[src/rtl/npc_pkg.sv]
package npc_pkg;

    typedef enum logic [2:0] {
        FLOW_SEQ  = 3'd0,
        FLOW_BEQ  = 3'd1,
        FLOW_BNE  = 3'd2,
        FLOW_JMP  = 3'd3,
        FLOW_JAL  = 3'd4,
        FLOW_JREG = 3'd5
    } flow_e;

    localparam int unsigned FLOW_W = 3;

endpackage

[src/rtl/npc_adders.sv]
module npc_adders #(
    parameter int unsigned XLEN  = 32,
    parameter int unsigned OFF_W = 16
) (
    input  logic [XLEN-1:0]  pc_in,
    input  logic [OFF_W-1:0] offset,
    output logic [XLEN-1:0]  pc_plus4,
    output logic [XLEN-1:0]  branch_dst
);
    localparam int unsigned EXT_W = XLEN - OFF_W - 2;

    logic [XLEN-1:0] byte_disp;

    // word count -> sign-extended byte displacement
    assign byte_disp  = {{EXT_W{offset[OFF_W-1]}}, offset, 2'b00};
    assign pc_plus4   = pc_in + XLEN'(4);
    assign branch_dst = pc_plus4 + byte_disp;
endmodule

[src/rtl/npc_cond.sv]
module npc_cond
    import npc_pkg::*;
(
    input  flow_e kind,
    input  logic  eq,
    output logic  redirect
);
    always_comb begin
        unique case (kind)
            FLOW_BEQ:  redirect = eq;
            FLOW_BNE:  redirect = !eq;
            FLOW_JMP,
            FLOW_JAL,
            FLOW_JREG: redirect = 1'b1;
            default:   redirect = 1'b0;
        endcase
    end
endmodule

[src/rtl/npc_select.sv]
module npc_select
    import npc_pkg::*;
#(
    parameter int unsigned XLEN = 32,
    parameter int unsigned JF_W = 26
) (
    input  flow_e            kind,
    input  logic             redirect,
    input  logic [XLEN-1:0]  pc_plus4,
    input  logic [XLEN-1:0]  branch_dst,
    input  logic [JF_W-1:0]  field,
    input  logic [XLEN-1:0]  reg_val,
    output logic [XLEN-1:0]  npc
);
    localparam int unsigned REGION_W = XLEN - JF_W - 2;

    logic [XLEN-1:0] region_dst;

    // region bits taken from the incremented PC
    assign region_dst = {pc_plus4[XLEN-1 -: REGION_W], field, 2'b00};

    always_comb begin
        npc = pc_plus4;
        if (redirect) begin
            unique case (kind)
                FLOW_BEQ, FLOW_BNE: npc = branch_dst;
                FLOW_JMP, FLOW_JAL: npc = region_dst;
                FLOW_JREG:          npc = reg_val;
                default:            npc = pc_plus4;
            endcase
        end
    end
endmodule

[src/rtl/npc_gen.sv]
module npc_gen
    import npc_pkg::*;
#(
    parameter int unsigned XLEN     = 32,
    parameter int unsigned OFF_W    = 16,
    parameter int unsigned JF_W     = 26,
    parameter int unsigned RIDX_W   = 5,
    parameter int unsigned LINK_REG = 31
) (
    input  logic [XLEN-1:0]   cur_pc,
    input  logic [OFF_W-1:0]  br_off,
    input  logic [JF_W-1:0]   jmp_field,
    input  logic [XLEN-1:0]   reg_target,
    input  logic              ops_equal,
    input  logic [2:0]        flow_kind,
    output logic [XLEN-1:0]   next_pc,
    output logic              taken,
    output logic [XLEN-1:0]   link_addr,
    output logic              link_we,
    output logic [RIDX_W-1:0] link_dest,
    output logic              misalign
);
    flow_e           kind;
    logic [XLEN-1:0] pc_plus4;
    logic [XLEN-1:0] branch_dst;
    logic            redirect;

    assign kind = flow_e'(flow_kind);

    npc_adders #(.XLEN(XLEN), .OFF_W(OFF_W)) u_add (
        .pc_in      (cur_pc),
        .offset     (br_off),
        .pc_plus4   (pc_plus4),
        .branch_dst (branch_dst)
    );

    npc_cond u_cond (
        .kind     (kind),
        .eq       (ops_equal),
        .redirect (redirect)
    );

    npc_select #(.XLEN(XLEN), .JF_W(JF_W)) u_sel (
        .kind       (kind),
        .redirect   (redirect),
        .pc_plus4   (pc_plus4),
        .branch_dst (branch_dst),
        .field      (jmp_field),
        .reg_val    (reg_target),
        .npc        (next_pc)
    );

    assign taken     = redirect;
    assign link_addr = pc_plus4;
    assign link_we   = (kind == FLOW_JAL);
    assign link_dest = RIDX_W'(LINK_REG);
    assign misalign  = (kind == FLOW_JREG) && (reg_target[1:0] != 2'b00);
endmodule

[config.mk]
export PLATFORM = sky130hd
export DESIGN_NAME = npc_gen
export DESIGN_NICKNAME = d
export VERILOG_FILES = /design/src/rtl/npc_pkg.sv /design/src/rtl/npc_adders.sv /design/src/rtl/npc_cond.sv /design/src/rtl/npc_select.sv /design/src/rtl/npc_gen.sv
export SDC_FILE = /design/constraint.sdc
export NUM_CORES = 1
export LEC_CHECK = 0
export BUFFER_PORTS_ARGS = -buffer_cell sky130_fd_sc_hd__clkbuf_2
export CAP_MARGIN = 20
export CELL_PAD_IN_SITES_DETAIL_PLACEMENT = 2
export CELL_PAD_IN_SITES_GLOBAL_PLACEMENT = 2
export CORE_MARGIN = 2
export CORE_UTILIZATION = 25
export DETAILED_ROUTE_END_ITERATION = 7
export GPL_TIMING_DRIVEN = 0
export PLACE_DENSITY_LB_ADDON = 0.1
export SLEW_MARGIN = 5
export SYNTH_ARGS = -nofsm -noshare
export SYNTH_HDL_FRONTEND = slang
export SYNTH_SLANG_ARGS = --single-unit
[constraint.sdc]
create_clock -name vclk -period 8.5
set_clock_uncertainty 0.1 [all_clocks]
set_input_delay 1.275 -clock vclk [all_inputs]
set_output_delay 1.275 -clock vclk [all_outputs]
set_load 0.005 [all_outputs]
Word-level counts from Yosys, hierarchy flattened
Index checks and enable logic that the tools add are counted.
W data, S select, Z words.
{ "word_totals": {"word_cells": 16, "register_bits": 0, "output_inout_bits": 72} }
{ "classes": {"muxes": 3, "n_eq_ne": 5, "reduce_logical": 6, "add_sub_neg": 2} }
{ "ops": {"columns": ["cell", "count"], "rows": [
  ["$pmux W32 S3", 1],
  ["$add A32 B3 Y32 const B", 1],
  ["$add A32 B32 Y32", 1],
  ["$mux W32", 1],
  ["$eq A3 B2 Y1 const B", 2],
  ["$eq A3 B3 Y1 const B", 2],
  ["$reduce_or A2 Y1", 2],
  ["$eq A3 B1 Y1 const B", 1],
  ["$pmux W1 S3", 1],
  ["$reduce_or A3 Y1", 1],
  ["$reduce_bool A2 Y1", 1],
  ["$logic_and A1 B1 Y1", 1],
  ["$logic_not A1 Y1", 1]
]} }

Depth between registers and ports, before layout
{ "logic_depth": {"word_depth": 4, "mapped_depth": 15, "mapped_depth_nobuf": 15} }

By module
From an unflattened synthesis, not the netlist that was laid out.
{ "unflattened": {"hier_cells": 538, "area_unflattened_um2": 3978.8} }
{ "by_module_without_submodules": {"columns": ["module", "n_inst", "area_per_inst_um2", "cells_each"], "rows": [
  ["npc_adders", 1, 2209.6, 304],
  ["npc_select", 1, 1684.1, 223],
  ["npc_gen", 1, 65.1, 9],
  ["npc_cond", 1, 20.0, 2]
]} }

Least setup slack after synthesis
OpenSTA, ideal clock, no wires.
{ "synth_timing": {"path_type": "input-to-output", "from": "input cur_pc[2]", "to": "output next_pc[31]", "setup_slack_ns": 2.958, "path_buffers": 0, "t_arrival_ns": 4.167, "t_required_ns": 7.125, "cell_stages": 15, "cell_sequence": "ha_1 nand3_1 nor4_4 and3_4 nand3_2 xnor2_2 ha_1 a21o_1 a21oi_1 o21ai_0 o22ai_1 mux2_2 a31oi_1 a21o_1 nand3_1"} }
{ "synth_via": {"elab_chain_cells": 4} }
{ "synth_lines": {"columns": ["element", "line_no", "source"], "rows": [
  ["start, declared", "npc_gen.sv:10", "input logic [XLEN-1:0] cur_pc,"],
  ["$add A32 B3 Y32", "npc_adders.sv:16", "assign pc_plus4 = pc_in + XLEN'(4);"],
  ["named net link_addr[24]", "npc_gen.sv:18", "output logic [XLEN-1:0] link_addr,"],
  ["$add A32 B32 Y32", "npc_adders.sv:17", "assign branch_dst = pc_plus4 + byte_disp;"],
  ["$pmux W32 S3", "npc_select.sv:25", "unique case (kind)"],
  ["$mux W32", "npc_select.sv:24", "if (redirect) begin"],
  ["end, declared", "npc_gen.sv:16", "output logic [XLEN-1:0] next_pc,"]
]} }
The timed path passes the listed nets, and every way through them passes these cells.

Worst setup path in the final report
{ "layout_timing": {"from": "input cur_pc[2]", "to": "output next_pc[31]"} }
{ "layout_via": {"elab_chain_cells": 4} }
{ "layout_lines": {"columns": ["element", "line_no"], "rows": [
  ["$add A32 B3 Y32 *", "npc_adders.sv:16"],
  ["$add A32 B32 Y32", "npc_adders.sv:17"],
  ["$pmux W32 S3", "npc_select.sv:25"],
  ["$mux W32 *", "npc_select.sv:24"]
]} }
Mark *: on every way between the ends. The rest lies on a longest branch, timed or not.

==> qor.log <==
INFO  finish         antennaDiodeCount=0
INFO  sta            hold_slack=2.726ns
INFO  logic_synthesis synth.distinct_cells=63
INFO  setup_path     cp-start-kind=input pin
INFO  grt            grt_overflow_total=0
INFO  grt            grt_start_max_net_pins=22
INFO  power_and_ir_drop cellLeakagePower=2.032nW
INFO  sta            timing.setup.tns=0ns
INFO  finish         nFillCells=1,484
INFO  floorplanning  core.rowCount=40
INFO  grt            first_pass_grt_wire_length=23,650um
INFO  sta            finalSetupViolCount=0
INFO  routing        drtAntennaViolNets=0
INFO  finish         regArea=0um2
INFO  routing        wirelength_per_cell=20.07um
INFO  flow_run       max_cap_violation_count=0
INFO  placement      placedCellCount=756
INFO  sta            slew_headroom=0.5277
INFO  routing        remaining_drc_errors=0
INFO  logic_synthesis ys.warnings.count=0
INFO  routing        via_per_inst=5.505
INFO  clock_tree     cts.repair.resized=0
INFO  clock_tree     post_cts_setup_repair_bufs=0
INFO  sta            rsz0062_at_grt=false
INFO  finish         num-nets-final=756
INFO  run_status     status=complete, no violations
INFO  floorplanning  fp.coreArea=0.01196mm2
INFO  routing        route.final.wire_length=15,170um
INFO  grt            grtUsageTotal=0.2250
INFO  placement      port_buffer_count=175
INFO  placement      place_area=0.004115mm2
INFO  clock_tree     cts_hold_repair.buffers=0
INFO  setup_path     cp-end-kind=output port
INFO  placement      weighted_congestion_reported_at_the_end_of_routability_driven_placement=0.8834
INFO  routing        number_of_design_rule_violations_left_by_the_first_detailed_router_iteration=249
INFO  placement      dp.final_hpwl=13,000um
INFO  sta            post-route-min-period=6.664ns
INFO  finish         numSequentialCells=0
INFO  grt            antenna_violations_before_repair=0
INFO  finish         final_layout_size_suffix_gt1_frac=0.3399
INFO  sta            final_min_period_over_clock_period=0.7841
INFO  sta            timing.final.max_slew_violations=0
INFO  floorplanning  die_width=114.3um
INFO  logic_synthesis postSynthCellCount=430
INFO  floorplanning  die_area=0.01306mm2
INFO  floorplanning  floorplan.die.height=114.3um
INFO  finish         multi_input_area=0.002907mm2
INFO  routing        dr_total_vias=4,162
INFO  setup_path     timing.critical_path.arrival=5.29ns
INFO  floorplanning  design.portCount=182
INFO  logic_synthesis average_size_of_a_mapped_cell=7.071um2
INFO  worst_hold_path hold_path_class=input pin to output port
INFO  sta            pin_slew_with_the_least_headroom_to_its_limit=0.7085ns
INFO  finish         layout_commonest_cell=sky130_fd_sc_hd__clkbuf_2
INFO  sta            timing.final.hold_violations=0
INFO  finish         area.growth.synth_to_final=35.35%
INFO  finish         final_cell_area=0.004115mm2
INFO  worst_hold_path hp-start=cur_pc[1]
INFO  sta            timing.fmax=150.0MHz
INFO  logic_synthesis synth_area=0.003040mm2
INFO  finish         final.clkbuf_count=0
INFO  floorplanning  initial_core_util=0.2542
INFO  worst_hold_path min_delay_worst_endpoint=link_addr[1]
INFO  finish         most-common-layout-cells=sky130_fd_sc_hd__clkbuf_2 (175), sky130_fd_sc_hd__a21oi_1 (44), sky130_fd_sc_hd__nor2_1 (42)
INFO  setup_path     critical_path.max_fanout=7
INFO  logic_synthesis synth_seq_area_share=0
INFO  finish         finish.utilization=0.3440
INFO  finish         stdcell_count=756
INFO  power_and_ir_drop cellPowerDensity=72.46mW/mm2
INFO  routing        dr.pass1.iters=6
INFO  setup_path     setup.worst_path.class=input pin to output port
INFO  worst_hold_path hold_path_depth=3
INFO  grt            via_count_of_the_first_global_routing_pass=4,420
INFO  power_and_ir_drop vdd_ir_drop_max=0.01806mV
INFO  setup_path     timing.critical_path.required=7.12ns
==> where the power goes <==
part | internal (mW) | switching (mW) | leakage [nW]
Sequential | 0 | 0 | 0
Combinational | 0.127 | 0.171 | 2.03
Clock | 0 | 0 | 0
Total | 0.127 | 0.171 | 2.03
==> kinds of logic (layout without fill, tap and decap cells) <==
logic type	after synthesis	after routing	synth area share
buf+inv	31	206	0.04897
simple gates	151	151	0.2621
fa+ha+maj	35	35	0.1465
mux	7	7	0.02469
other cells	1	5	0.001233
compound gates	154	154	0.3646
xor+xnor	51	51	0.1519
==> synth_stat cells, types with 9 or more instances <==
cell	number	share of area
sky130_fd_sc_hd__a21o_1	19	0.047
sky130_fd_sc_hd__a21oi_1	44	0.072
sky130_fd_sc_hd__a222oi_1	19	0.063
sky130_fd_sc_hd__clkbuf_1	12	0.015
sky130_fd_sc_hd__ha_1	34	0.14
sky130_fd_sc_hd__nand2_1	34	0.042
sky130_fd_sc_hd__nand3_1	16	0.026
sky130_fd_sc_hd__nor2_1	42	0.052
sky130_fd_sc_hd__o21ai_0	9	0.015
sky130_fd_sc_hd__o21ai_1	11	0.018
sky130_fd_sc_hd__xnor2_1	28	0.081
sky130_fd_sc_hd__xor2_1	21	0.060
==> stage by stage <==
step | power [mW] | setup slack, ns
6_report | 0.2982 | 1.836
5_1_grt | 0.3320 | 1.523
4_1_cts | 0.3006 | 1.797
3_5_place_dp | 0.2983 | 1.824
3_3_place_gp | 0.2915 | 1.912
2_1_floorplan | 0.1787 | 2.958
==> critical path, stage by stage <==
cell and delay [ns]:
sky130_fd_sc_hd__clkbuf_2 0.13, sky130_fd_sc_hd__ha_1 0.21, sky130_fd_sc_hd__nand3_1 0.31, sky130_fd_sc_hd__nor4_4 0.57, sky130_fd_sc_hd__and3_4 0.27, sky130_fd_sc_hd__nand3_2 0.10
sky130_fd_sc_hd__xnor2_2 0.24, sky130_fd_sc_hd__ha_1 0.37, sky130_fd_sc_hd__a21o_1 0.19, sky130_fd_sc_hd__a21oi_1 0.14, sky130_fd_sc_hd__o21ai_0 0.15, sky130_fd_sc_hd__o22ai_1 0.34
sky130_fd_sc_hd__mux2_2 0.38, sky130_fd_sc_hd__a31oi_1 0.24, sky130_fd_sc_hd__a21o_1 0.16, sky130_fd_sc_hd__nand3_1 0.07, sky130_fd_sc_hd__clkbuf_2 0.13
==> layout make-up <==
type	count	area share
Inverter	6	0.005473
Buffer	25	0.03071
Multi-Input combinational cell	403	0.7063
Timing Repair Buffer	175	0.2128
Tap cell	147	0.04469
==> routing by layer <==
metal / track usage / up-vias / part of all wire
met2: 0.4056 / 129 / 0.48
li1: - / 2009 / -
met3: 0.01588 / 10 / 0.045
met1: 0.3029 / 2014 / 0.46
met4: 0.02439 / 0 / 0.010
met5: 0 / - / 0
==> worst max-delay path by stage <==
stage / start / to / slack, ns / cells past startpoint
final: cur_pc[2] / next_pc[31] / 1.84 / 17
after global routing: cur_pc[2] / next_pc[31] / 1.52 / 17
after CTS: cur_pc[2] / next_pc[31] / 1.80 / 17
after detailed placement: cur_pc[2] / next_pc[31] / 1.82 / 17
after global placement: cur_pc[2] / next_pc[31] / 1.91 / 17
after floorplan: cur_pc[2] / next_pc[31] / 2.96 / 15
Note: power is estimated with default switching activity, not from simulation.
